**src/rtl/segdisp_regif.sv**
```systemverilog
module segdisp_regif #(
  parameter int SYNC_STAGES = 2,
  parameter int FRAME_W     = 16,
  parameter int ADDR_W      = 4,
  parameter int DATA_W      = 8,
  parameter int NUM_DIG     = 8
) (
  input  logic                        clk,
  input  logic                        rst_n,
  input  logic                        ser_clk,
  input  logic                        ser_din,
  input  logic                        ser_load,
  output logic                        ser_dout,
  output logic [NUM_DIG*DATA_W-1:0]   digits_o,
  output logic [DATA_W-1:0]           decode_en_o,
  output logic [3:0]                  intensity_o,
  output logic [2:0]                  scan_limit_o,
  output logic                        run_o,
  output logic [DATA_W-1:0]           feature_o,
  output logic                        disp_test_o
);
  localparam int CNT_W = $clog2(FRAME_W + 1);
  localparam logic [ADDR_W-1:0] A_DECODE = ADDR_W'(9);
  localparam logic [ADDR_W-1:0] A_INTENS = ADDR_W'(10);
  localparam logic [ADDR_W-1:0] A_SCAN   = ADDR_W'(11);
  localparam logic [ADDR_W-1:0] A_SHDN   = ADDR_W'(12);
  localparam logic [ADDR_W-1:0] A_FEAT   = ADDR_W'(14);
  localparam logic [ADDR_W-1:0] A_TEST   = ADDR_W'(15);

  logic [SYNC_STAGES-1:0] sck_q, din_q, ld_q;
  logic                   sck_d, ld_d;

  always_ff @(posedge clk or negedge rst_n)
    if (!rst_n) begin
      sck_q <= '0;
      din_q <= '0;
      ld_q  <= '0;
      sck_d <= 1'b0;
      ld_d  <= 1'b0;
    end else begin
      sck_q <= {sck_q[SYNC_STAGES-2:0], ser_clk};
      din_q <= {din_q[SYNC_STAGES-2:0], ser_din};
      ld_q  <= {ld_q[SYNC_STAGES-2:0], ser_load};
      sck_d <= sck_q[SYNC_STAGES-1];
      ld_d  <= ld_q[SYNC_STAGES-1];
    end

  wire sck_s  = sck_q[SYNC_STAGES-1];
  wire ld_s   = ld_q[SYNC_STAGES-1];
  wire din_s  = din_q[SYNC_STAGES-1];

  logic [DATA_W-1:0] feature_q;
  wire gate_ok   = !feature_q[3] || !ld_s;
  wire sck_rise  = gate_ok && sck_s && !sck_d;
  wire sck_fall  = gate_ok && !sck_s && sck_d;
  wire ld_rise   = ld_s && !ld_d;

  logic [FRAME_W-1:0] shreg;
  logic [CNT_W-1:0]   cnt;
  logic               dout_q;

  always_ff @(posedge clk or negedge rst_n)
    if (!rst_n) begin
      shreg  <= '0;
      cnt    <= '0;
      dout_q <= 1'b0;
    end else begin
      if (sck_rise) shreg <= {shreg[FRAME_W-2:0], din_s};
      if (ld_rise) cnt <= '0;
      else if (sck_rise && cnt != CNT_W'(FRAME_W)) cnt <= cnt + 1'b1;
      if (sck_fall) dout_q <= shreg[FRAME_W-1];
    end

  assign ser_dout = dout_q;

  wire                commit = ld_rise && (cnt == CNT_W'(FRAME_W));
  wire [ADDR_W-1:0]   addr   = shreg[DATA_W+ADDR_W-1:DATA_W];
  wire [DATA_W-1:0]   data   = shreg[DATA_W-1:0];
  wire                reg_reset = commit && addr == A_FEAT && data[1];

  logic [DATA_W-1:0] decode_q;
  logic [3:0]        intens_q;
  logic [2:0]        scan_q;
  logic              run_q, test_q;

  always_ff @(posedge clk or negedge rst_n)
    if (!rst_n) begin
      decode_q <= '0;
      intens_q <= '0;
      scan_q   <= '0;
      run_q    <= 1'b0;
      test_q   <= 1'b0;
    end else if (reg_reset) begin
      decode_q <= '0;
      intens_q <= '0;
      scan_q   <= '0;
      run_q    <= 1'b0;
      test_q   <= 1'b0;
    end else if (commit) begin
      case (addr)
        A_DECODE: decode_q <= data;
        A_INTENS: intens_q <= data[3:0];
        A_SCAN:   scan_q   <= data[2:0];
        A_SHDN:   run_q    <= data[0];
        A_TEST:   test_q   <= data[0];
        default: ;
      endcase
    end

  always_ff @(posedge clk or negedge rst_n)
    if (!rst_n) feature_q <= '0;
    else if (commit && addr == A_FEAT) feature_q <= data;
    else if (commit && addr == A_SHDN && !data[DATA_W-1]) feature_q <= '0;

  for (genvar g = 0; g < NUM_DIG; g++) begin : g_digit
    logic [DATA_W-1:0] dig_q;
    always_ff @(posedge clk or negedge rst_n)
      if (!rst_n) dig_q <= '0;
      else if (commit && addr == ADDR_W'(g + 1)) dig_q <= data;
    assign digits_o[g*DATA_W +: DATA_W] = dig_q;
  end

  assign decode_en_o  = decode_q;
  assign intensity_o  = intens_q;
  assign scan_limit_o = scan_q;
  assign run_o        = run_q;
  assign feature_o    = feature_q;
  assign disp_test_o  = test_q;

  wire [DATA_W+8:0] ctrl_all = {decode_q, intens_q, scan_q, run_q, test_q};

  AST_SHORT_FRAME_DROPPED: assert property (@(posedge clk) disable iff (!rst_n)
    ld_rise && cnt != CNT_W'(FRAME_W) |=> $stable(digits_o) && $stable(ctrl_all) && $stable(feature_o));
  AST_NOOP_NO_EFFECT: assert property (@(posedge clk) disable iff (!rst_n)
    commit && (addr == '0 || addr == ADDR_W'(13)) |=> $stable(digits_o) && $stable(ctrl_all) && $stable(feature_o));
  AST_SHDN_CLEARS_FEATURE: assert property (@(posedge clk) disable iff (!rst_n)
    commit && addr == A_SHDN && !shreg[DATA_W-1] |=> feature_o == '0);
  AST_SHDN_KEEPS_FEATURE: assert property (@(posedge clk) disable iff (!rst_n)
    commit && addr == A_SHDN && shreg[DATA_W-1] |=> $stable(feature_o));
  AST_REG_RESET_DEFAULTS: assert property (@(posedge clk) disable iff (!rst_n)
    commit && addr == A_FEAT && shreg[1] |=> ctrl_all == '0 && $stable(digits_o));
  AST_DOUT_ON_FALL_ONLY: assert property (@(posedge clk) disable iff (!rst_n)
    !sck_fall |=> $stable(ser_dout));
  AST_SELECT_GATES_CLOCK: assert property (@(posedge clk) disable iff (!rst_n)
    feature_q[3] && ld_s |=> $stable(shreg));
endmodule

```
**config.mk**
```make
export PLATFORM = sky130hd
export DESIGN_NAME = segdisp_regif
export DESIGN_NICKNAME = d
export VERILOG_FILES = /design/src/rtl/segdisp_regif.sv
export SDC_FILE = /design/constraint.sdc
export NUM_CORES = 1
export LEC_CHECK = 0
export ABC_CLOCK_PERIOD_IN_PS = 4600
export BUFFER_PORTS_ARGS = -buffer_cell sky130_fd_sc_hd__buf_2
export CORE_UTILIZATION = 34
export CTS_BUF_LIST = sky130_fd_sc_hd__clkbuf_2
export DETAILED_ROUTE_END_ITERATION = 10
export GPL_ROUTABILITY_DRIVEN = 0
export PLACE_DENSITY = 0.56
export SETUP_SLACK_MARGIN = 0.4
export SYNTH_ARGS = -nofsm -noshare
export SYNTH_HDL_FRONTEND = slang
export SYNTH_SLANG_ARGS = --single-unit
export TNS_END_PERCENT = 30
```
**constraint.sdc**
```tcl
create_clock -name clk -period 4.6 [get_ports clk]
set_input_delay 0.92 -clock clk [delete_from_list [all_inputs] [get_ports clk]]
set_output_delay 0.92 -clock clk [all_outputs]
set_load 0.01 [all_outputs]
```
==> reports/metrics.cfg, run 1 <==
[clocking]
cts_setup_buffers=0
cts_resized=0
cts.path.max_buffers=2
numCtsBuffers=17
cts_sinks=119
cts_tree=yes
cts-root-buf=clkbuf_2
clk_latency_ns=0.67
hold_buffers=0
htree_levels=4
cts.clk_slew.worst_paths_ns=0.17

[timing]
min_period_ns=2.613
worst_pin_slew_ns=0.7089
skew_ns=0.02085
setup_viol=0
finalCritPeriodShare_pct=56.81
drv_slew=0
rsz0062_at_grt=false
clock.fmax_mhz=382.6
relSlewSlack_pct=52.62
finalSetupTns_ns=0
hold_viol=0

[setup_path]
path_max_fanout=11
critical_path_buf_inv_count=1
slowest_stage=or4_1
cpPeakStageDelay_ns=0.68
path_class=flop to flop
reg2reg_depth=6
crit_arrival_ns=3.18
cp-end-kind=flop
worstSetupStartpointType=flop
crit_chain=inv_1 -> ha_1 -> nand4bb_1 -> nand2b_1 -> or4_1 -> a22o_1
r2r_start=cnt[0]$_DFFE_PN0P_
r2r-end=feature_o[6]$_DFFE_PN0P_
cpLargestDelayFamily=simple AND/OR/NAND/NOR gates
r2r_slack_ns=1.99
crit_required_ns=5.16

[synthesis]
synthTopCellsByCount=119 x dfrtp_1, 81 x mux2_2, 19 x nor2_1, 12 x mux2i_1, 11 x a22o_1
yosysMostFrequentCell=dfrtp_1
syn-num-nets=323
synth_cell_types=34
ys_warn_count=0
yosysTopAreaCellShare_pct=63.52
synth_top_cell_by_area=dfrtp_1
synth.ff_latch_count=119
yosysSeqAreaShare_pct=63.52
async_reset_ff_share_pct=100.0
syn_area_um2=4688
synth_area_leaders=dfrtp_1 64%, mux2_2 19%, mux2i_1 2.6%, a22o_1 2.1%, nor2_1 1.5%
synth-edff-count=0
postSynthCellCount=316
ys.flop_type=dfrtp_1
syn_avg_cell_area_um2=14.84

[final_layout]
antenna_cells=0
layout-drive-gt1-share_pct=49.18
final_util_pct=41.15
syn2layout_area_growth_pct=17.16
nets=422
design_area_um2=5493

[power]
worst_ir_drop_vdd_mv=0.1214
swShare_pct=32.09
total_power_mw=2.041
power_leakage_nw=2.978
power.density_nw_per_um2=371.5
clock_power_share_pct=26.3
power_frac_comb_pct=8.3
p_switching_uw=654.9
p_seq_share_pct=65.4
p_int_mw=1.386

[floorplanning]
placementRows=42
ioPinCount=95
initial_core_util_pct=35.12
die_x_um=119.4
dieArea_um2=14260
die-height_um=119.4
coreArea_um2=13350

[detailed_routing]
maxUsedRoutingLayer=met4
totalWireLength_mm=10.82
wl_met3_um=756
dr.pass1.iters=5
wl_per_cell_um=18.01
avgViaCountPerCell=4.854
drc=0
wirelength_met1_mm=4.777
final_antenna_net_count=0
dr_total_vias=2917
met2_length_mm=5.073
dr.first_iter.drc_count=83

[place]
numPortBuffers=94
dpl_cell_area_um2=5328
hpwl_mm=7.063

[flow_run]
drv_cap=0

[global_route]
antenna_found_initial=0
grt_first_pass_wirelength_mm=17.51
grt_start_max_net_pins=46
grt_pass1_vias=3071
grt-ovfl-total=0
grt.total_usage_pct=16.93

[outcome]
status=complete, no violations

[hold_path]
hp-class=primary input to async pin

[metrics by stage]
stage | setup WS [ns] | hold WS [ns] | std cells
floorplan | 2.606 | 0.3312 | 316
global placement | 2.074 | 0.3403 | 572
CTS | 1.964 | 0.1545 | 601
finish | 1.987 | 0.2181 | 601
global route | 1.727 | 0.1902 | 601
detailed placement | 1.984 | 0.3448 | 572
[registers in the layout, indices dropped and copies added (netlist names), 3 cells and up]
register       count
shreg             16
scan_limit_o       3
intensity_o        4
g_digit.dig_q     64
cnt                5
decode_en_o        8
feature_o          8
[worst max path at each step]
stage / cells after the start / from / end / slack, ns
after global routing: 6 / cnt[0]$_DFFE_PN0P_ / decode_en_o[7]$_DFFE_PN0P_ / 1.73
after CTS: 6 / cnt[0]$_DFFE_PN0P_ / g_digit[6].dig_q[4]$_DFFE_PN0P_ / 1.96
after global placement: 6 / cnt[0]$_DFFE_PN0P_ / g_digit[6].dig_q[3]$_DFFE_PN0P_ / 2.07
after detailed placement: 6 / cnt[0]$_DFFE_PN0P_ / g_digit[6].dig_q[4]$_DFFE_PN0P_ / 1.98
final: 6 / cnt[0]$_DFFE_PN0P_ / feature_o[6]$_DFFE_PN0P_ / 1.99
after floorplan: 7 / cnt[0]$_DFFE_PN0P_ / g_digit[6].dig_q[0]$_DFFE_PN0P_ / 2.61
[kinds of logic after synthesis]
family | Yosys count | synth area share (%)
flip-flops | 119 | 63.52
multiplexers | 93 | 22.02
AND/OR/NAND/NOR | 64 | 8.727
buffers and inverters | 18 | 1.628
AO/OA/AOI/OAI | 16 | 2.829
XOR/XNOR | 4 | 0.7474
adder cells (fa/ha/maj) | 2 | 0.5337
[worst reg2reg max path, delay by kind of cell, from the launching register on]
kind / cells / cell delay [ns]
adders and majority gates: 1 / 0.15
DFF: 1 / 0.42
and+or+nand+nor: 3 / 1.60
AOI/OAI and AO/OA: 1 / 0.25
buffers and inverters: 1 / 0.09
[cell usage in the layout, fill, tap and decap left out, types with 3 or more instances in the layout]
master,instances
nor3_1,3
nand4_1,4
clkbuf_2,21
buf_2,93
nor4_4,3
clkinv_2,3
a22o_1,11
clkinv_1,4
mux2_2,81
nand2_1,10
dfrtp_1,119
nor2_1,19
xor2_1,3
and2_1,3
buf_4,3
mux2i_1,12
nand2b_1,6
nor2b_1,4
[routing by layer]
metal  up-vias  GRT usage [%]
li1       1322              -
met3        19          6.513
met2        91          25.44
met1      1485          21.43
met4         0          7.969
met5         -              0
[final cells by class]
cell class / count / area [um2]
Inverter: 2 / 7.507
Fill cell: 1280 / 7855
Sequential cell: 119 / 2978
Clock buffer: 21 / 105.1
Timing Repair Buffer: 96 / 488.0
Multi-Input combinational cell: 179 / 1634
Tap cell: 176 / 220.2
Clock inverter: 8 / 60.06
[power by group through the flow]
stage	logic (mW)	registers, mW	clock network, mW
after floorplan	0.234	1.17	0
after global placement	0.166	1.36	0
after detailed placement	0.171	1.36	0
after CTS	0.173	1.34	0.569
after global routing	0.191	1.36	0.615
final	0.170	1.33	0.538
(Power assumes the default switching activity.)
==> run 2, diff against run 1 <==
--- a/config.mk
+++ b/config.mk
@@ -5,7 +5,7 @@
 export SDC_FILE = /design/constraint.sdc
 export NUM_CORES = 1
 export LEC_CHECK = 0
-export ABC_CLOCK_PERIOD_IN_PS = 4600
+export ABC_CLOCK_PERIOD_IN_PS = 2500
 export BUFFER_PORTS_ARGS = -buffer_cell sky130_fd_sc_hd__buf_2
 export CORE_UTILIZATION = 34
 export CTS_BUF_LIST = sky130_fd_sc_hd__clkbuf_2
==> constraint.sdc (replaced) <==
create_clock -name clk -period 2.5 [get_ports clk]
set_input_delay 0.5 -clock clk [delete_from_list [all_inputs] [get_ports clk]]
set_output_delay 0.5 -clock clk [all_outputs]
set_load 0.01 [all_outputs]
==> reports/metrics.cfg, run 2 (same netlist as run 1, synthesis figures left out) <==
[outcome]
status=complete, no violations

[global_route]
antenna_found_initial=0
grt_first_pass_wirelength_mm=17.19
grt_pass1_vias=3096
grt-ovfl-total=0
grt_start_max_net_pins=47
grt.total_usage_pct=16.42

[final_layout]
reg_top3=g_digit.dig_q x64, shreg x16
multi_input_area_um2=1697
regArea_um2=2978
antenna_cells=0
most-common-layout-cells=119 x dfrtp_1, 93 x buf_2, 81 x mux2_2
mostFrequentLayoutCell=dfrtp_1
nFillCells=1267
largest_register_ffs=64
layout-drive-gt1-share_pct=53.36
nets=440
final_util_pct=43.59
top_register=g_digit.dig_q
syn2layout_area_growth_pct=24.10

[clocking]
htree_levels=4
cts.clk_slew.worst_paths_ns=0.18
clk_latency_ns=0.69
cts-root-buf=clkbuf_2
numCtsBuffers=17
cts.path.max_buffers=2
cts_tree=yes
cts_sinks=119

[timing]
clock.fmax_mhz=500.9
worst_pin_slew_ns=0.6829
hold_viol=0
finalCritPeriodShare_pct=79.86
fin_ws_ns=0.5035
relSlewSlack_pct=54.36
min_period_ns=1.996
skew_ns=0.02621
finalSetupTns_ns=0
rsz0062_at_grt=false
drv_slew=0
setup_viol=0

[place]
hpwl_mm=7.090
pre_cts_slack_ns=0.2795
numPortBuffers=94

[setup_path]
crit_arrival_ns=2.58
path_class=flop to flop
worstSetupStartpointType=flop
path_max_fanout=8
crit_required_ns=3.08
cp-end-kind=flop

[detailed_routing]
totalWireLength_mm=10.89
dr.pass1.iters=4
dr.first_iter.drc_count=69
dr_total_vias=2974
avgViaCountPerCell=4.781
drc=0
wl_per_cell_um=17.51
final_antenna_net_count=0

[floorplanning]
dieArea_um2=14260
die-height_um=119.4
coreArea_um2=13350
initial_core_util_pct=35.12
die_x_um=119.4
ioPinCount=95
placementRows=42

[power]
power.density_nw_per_um2=707.2
worst_ir_drop_vdd_mv=0.3077
power_leakage_nw=3.139

[hold_path]
hp-class=primary input to async pin

[flow_run]
drv_cap=0

run 2: cell count changes in the layout (fill, tap and decap cells not counted), sizes merged:
cell,change
clkbuf,-1
buf,+14
clkinvlp,+1
dlygate4sd3,+4
clkinv,+1
bufinv,+2
run 2: area by class of cell:
class	instances	share of cell area, %
sequential	119	51.18
timing repair buffer	114	11.72
clock buffer	20	1.720
inverter	2	0.1290
clock inverter	12	2.301
multi-input combinational	179	29.16
tap	176	3.785
run 2: repair_timing:
| item | in CTS | in global routing |
|---|---|---|
| buffers inserted | 3 | 3 |
| pin swaps | 1 | 2 |
| hold buffers | 4 | 0 |
| endpoints found under the hold margin | 46 | 0 |
| endpoints found under the setup margin | 64 | 88 |
| resized for setup | 7 | 10 |
run 2: report_power, final:
part	internal (mW)	total, mW	switching [mW]
clock	0.551	1.24	0.691
combinational	0.230	0.524	0.294
sequential	2.05	2.35	0.303
run 2: worst paths after layout:
check / from / end / slack (ns) / cells after the start
worst max-delay path: cnt[0]$_DFFE_PN0P_ / g_digit[7].dig_q[0]$_DFFE_PN0P_ / 0.50 / 8
worst min-delay path: rst_n / g_digit[7].dig_q[2]$_DFFE_PN0P_ / 0.34 / 2
worst max register to register: cnt[0]$_DFFE_PN0P_ / g_digit[7].dig_q[0]$_DFFE_PN0P_ / 0.50 / 8
worst min register to register: ld_q[0]$_DFF_PN0_ / ld_q[1]$_DFF_PN0_ / 0.38 / 0
max in group asynchronous: rst_n / g_digit[6].dig_q[5]$_DFFE_PN0P_ / 1.45 / 3
min in group clk: ld_q[0]$_DFF_PN0_ / ld_q[1]$_DFF_PN0_ / 0.38 / 0
run 2: critical path: stages, from the launching register on:
cell and delay (ns):
dfrtp_1 0.43, inv_2 0.10, ha_4 0.15, nand4bb_4 0.15
buf_8 0.19, nor4_4 0.31, nand3b_1 0.14, buf_6 0.17
mux2_2 0.27
run 2: layer usage:
metal | vias up | GRT usage [%] | share of wire [%]
met1 | 1516 | 22.00 | 48
li1 | 1362 | - | -
met4 | 0 | 6.328 | 1.6
met2 | 79 | 23.84 | 46
met5 | - | 0 | 0
met3 | 17 | 6.466 | 4.9
run 2: metrics by stage:
stage	instances	hold slack [ns]	total power, mW	instance area [um2]
6_report	622	0.3449	4.115	5818
5_1_grt	622	0.3098	4.331	5818
3_3_place_gp	580	0.3357	2.859	5400
2_1_floorplan	316	0.2044	2.582	4688
4_1_cts	619	0.3210	4.153	5732
3_5_place_dp	580	0.3347	2.881	5400
==> run 3, diff against run 2 <==
--- a/config.mk
+++ b/config.mk
@@ -5,13 +5,13 @@
 export SDC_FILE = /design/constraint.sdc
 export NUM_CORES = 1
 export LEC_CHECK = 0
-export ABC_CLOCK_PERIOD_IN_PS = 2500
+export ABC_CLOCK_PERIOD_IN_PS = 1800
 export BUFFER_PORTS_ARGS = -buffer_cell sky130_fd_sc_hd__buf_2
 export CORE_UTILIZATION = 34
 export CTS_BUF_LIST = sky130_fd_sc_hd__clkbuf_2
 export DETAILED_ROUTE_END_ITERATION = 10
 export GPL_ROUTABILITY_DRIVEN = 0
-export PLACE_DENSITY = 0.56
+export PLACE_DENSITY = 0.58
 export SETUP_SLACK_MARGIN = 0.4
 export SYNTH_ARGS = -nofsm -noshare
 export SYNTH_HDL_FRONTEND = slang
==> constraint.sdc (replaced) <==
create_clock -name clk -period 1.8 [get_ports clk]
set_input_delay 0.36 -clock clk [delete_from_list [all_inputs] [get_ports clk]]
set_output_delay 0.36 -clock clk [all_outputs]
set_load 0.01 [all_outputs]
==> reports/metrics.cfg, run 3 (same netlist as run 1, synthesis figures left out) <==
[power]
power_frac_comb_pct=14.2
worst_ir_drop_vdd_mv=0.4861
p_int_mw=4.013
p_switching_mw=1.965
p_seq_share_pct=54.6
clock_power_share_pct=31.2
power_leakage_nw=3.295
power.density_nw_per_um2=946.7
swShare_pct=32.87

[global_route]
antenna_found_initial=1
grt_start_max_net_pins=49
grt_pass1_vias=3351
grt-ovfl-total=0
grt.total_usage_pct=17.72
grt_first_pass_wirelength_mm=18.55

[detailed_routing]
drc=0
dr_total_vias=3111
final_antenna_net_count=0
dr.pass1.iters=4
avgViaCountPerCell=4.816
totalWireLength_mm=11.64
maxUsedRoutingLayer=met4
wirelength_met1_mm=5.292
met2_length_mm=5.484
wl_per_cell_um=18.02
wl_met3_um=637
dr.first_iter.drc_count=154

[setup_path]
critical_path_buf_inv_count=2
cpLargestDelayFamily=simple AND/OR/NAND/NOR gates
cpPeakStageDelay_ns=0.49
path_class=flop to flop
worstSetupStartpointType=flop
crit_required_ns=2.37
crit_arrival_ns=2.45
path_max_fanout=8
slowest_stage=or4_4
cp-end-kind=flop
crit_chain=inv_2 -> ha_4 -> nand4bb_4 -> buf_4 -> nand2b_4 -> or4_4 -> a22o_1

[place]
numPortBuffers=94
hpwl_mm=7.370
pre_cts_slack_ns=-0.2519

[timing]
finalCritPeriodShare_pct=104.0
clock.fmax_mhz=534.0
rsz0062_at_grt=true
setup_viol=66
skew_ns=0.02713
finalSetupTns_ns=-1.737
fin_ws_ns=-0.07265
min_period_ns=1.873
drv_slew=0
relSlewSlack_pct=53.15
hold_viol=0
worst_pin_slew_ns=0.7027

[floorplanning]
coreArea_um2=13350
initial_core_util_pct=35.12
ioPinCount=95
die-height_um=119.4
die_x_um=119.4
placementRows=42
dieArea_um2=14260

[outcome]
status=complete, but fails checks
violations=negative setup slack

[clocking]
cts.clk_slew.worst_paths_ns=0.19
htree_levels=4
cts_sinks=119
clk_latency_ns=0.69
cts-root-buf=clkbuf_2
cts.path.max_buffers=2
numCtsBuffers=17
cts_tree=yes

[final_layout]
mostFrequentLayoutCell=dfrtp_1
top_register=g_digit.dig_q
layout-drive-gt1-share_pct=58.00
final_util_pct=47.30
reg_top3=g_digit.dig_q x64, shreg x16
syn2layout_area_growth_pct=34.67
most-common-layout-cells=118 x dfrtp_1, 78 x buf_2, 65 x mux2_2
nets=463
nFillCells=1222
largest_register_ffs=64

[hold_path]
hp-class=primary input to async pin

[flow_run]
drv_cap=0

-- run 3: power by group through the flow --
stage	Combinational [mW]	Sequential, mW	Clock (mW)
final	0.849	3.27	1.86
after global routing	0.935	3.31	2.06
after CTS	0.853	3.28	1.93
after detailed placement	0.782	3.32	0
after global placement	0.761	3.30	0
after floorplan	0.598	2.99	0
-- run 3: what timing repair did --
action / in CTS / in global routing
setup buffers: 5 / 2
endpoints found under the setup margin: 197 / 198
endpoints found under the hold margin: 119 / 0
pin swaps: 25 / 9
cloned: 0 / 0
gates resized for setup: 41 / 17
hold buffers: 4 / 0
-- run 3: worst reg2reg max path: cells and delay by family, from the launching register on --
family                     cells  cell delay, ns
adders and majority gates      1            0.14
DFF                            1            0.43
and+or+nand+nor                3            0.75
AOI/OAI and AO/OA              1            0.21
buffers and inverters          2            0.25
-- run 3: layout make-up --
| class | count | area [um2] | share of cell area (%) |
|---|---|---|---|
| multi-input cells | 179 | 1815 | 28.76 |
| clock buffers | 17 | 85.08 | 1.348 |
| repair buffers | 137 | 1027 | 16.27 |
| diodes | 1 | 2.502 | 0.03964 |
| well taps | 176 | 220.2 | 3.488 |
| clock inverters | 15 | 176.4 | 2.794 |
| flip-flops and latches | 119 | 2979 | 47.19 |
| inverters | 2 | 7.507 | 0.1189 |
-- run 3: final timing paths --
kind | end | cells past startpoint | slack (ns) | from
max | feature_o[7]$_DFFE_PN0P_ | 7 | -0.07 | cnt[0]$_DFFE_PN0P_
min | shreg[10]$_DFFE_PN0N_ | 2 | 0.15 | rst_n
max reg2reg | feature_o[7]$_DFFE_PN0P_ | 7 | -0.07 | cnt[0]$_DFFE_PN0P_
min reg2reg | ld_q[1]$_DFF_PN0_ | 0 | 0.37 | ld_q[0]$_DFF_PN0_
max in group asynchronous | feature_o[5]$_DFFE_PN0P_ | 3 | 1.03 | rst_n
min in group clk | din_q[0]$_DFF_PN0_ | 2 | 0.30 | ser_din
-- run 3: metal layers --
layer / global-route usage (%) / up-vias
li1: - / 1408
met4: 6.719 / 0
met5: 0 / -
met3: 6.513 / 14
met2: 27.54 / 71
met1: 22.49 / 1618
-- run 3: through the flow --
stage / power, mW / cell area [um2] / hold WS [ns] / instances
after floorplan: 3.587 / 4705 / 0.06441 / 316
after global routing: 6.305 / 6314 / 0.09268 / 646
after detailed placement: 4.101 / 5672 / 0.3425 / 602
after CTS: 6.062 / 6207 / 0.1033 / 643
final: 5.977 / 6314 / 0.1486 / 646
after global placement: 4.065 / 5672 / 0.3352 / 602
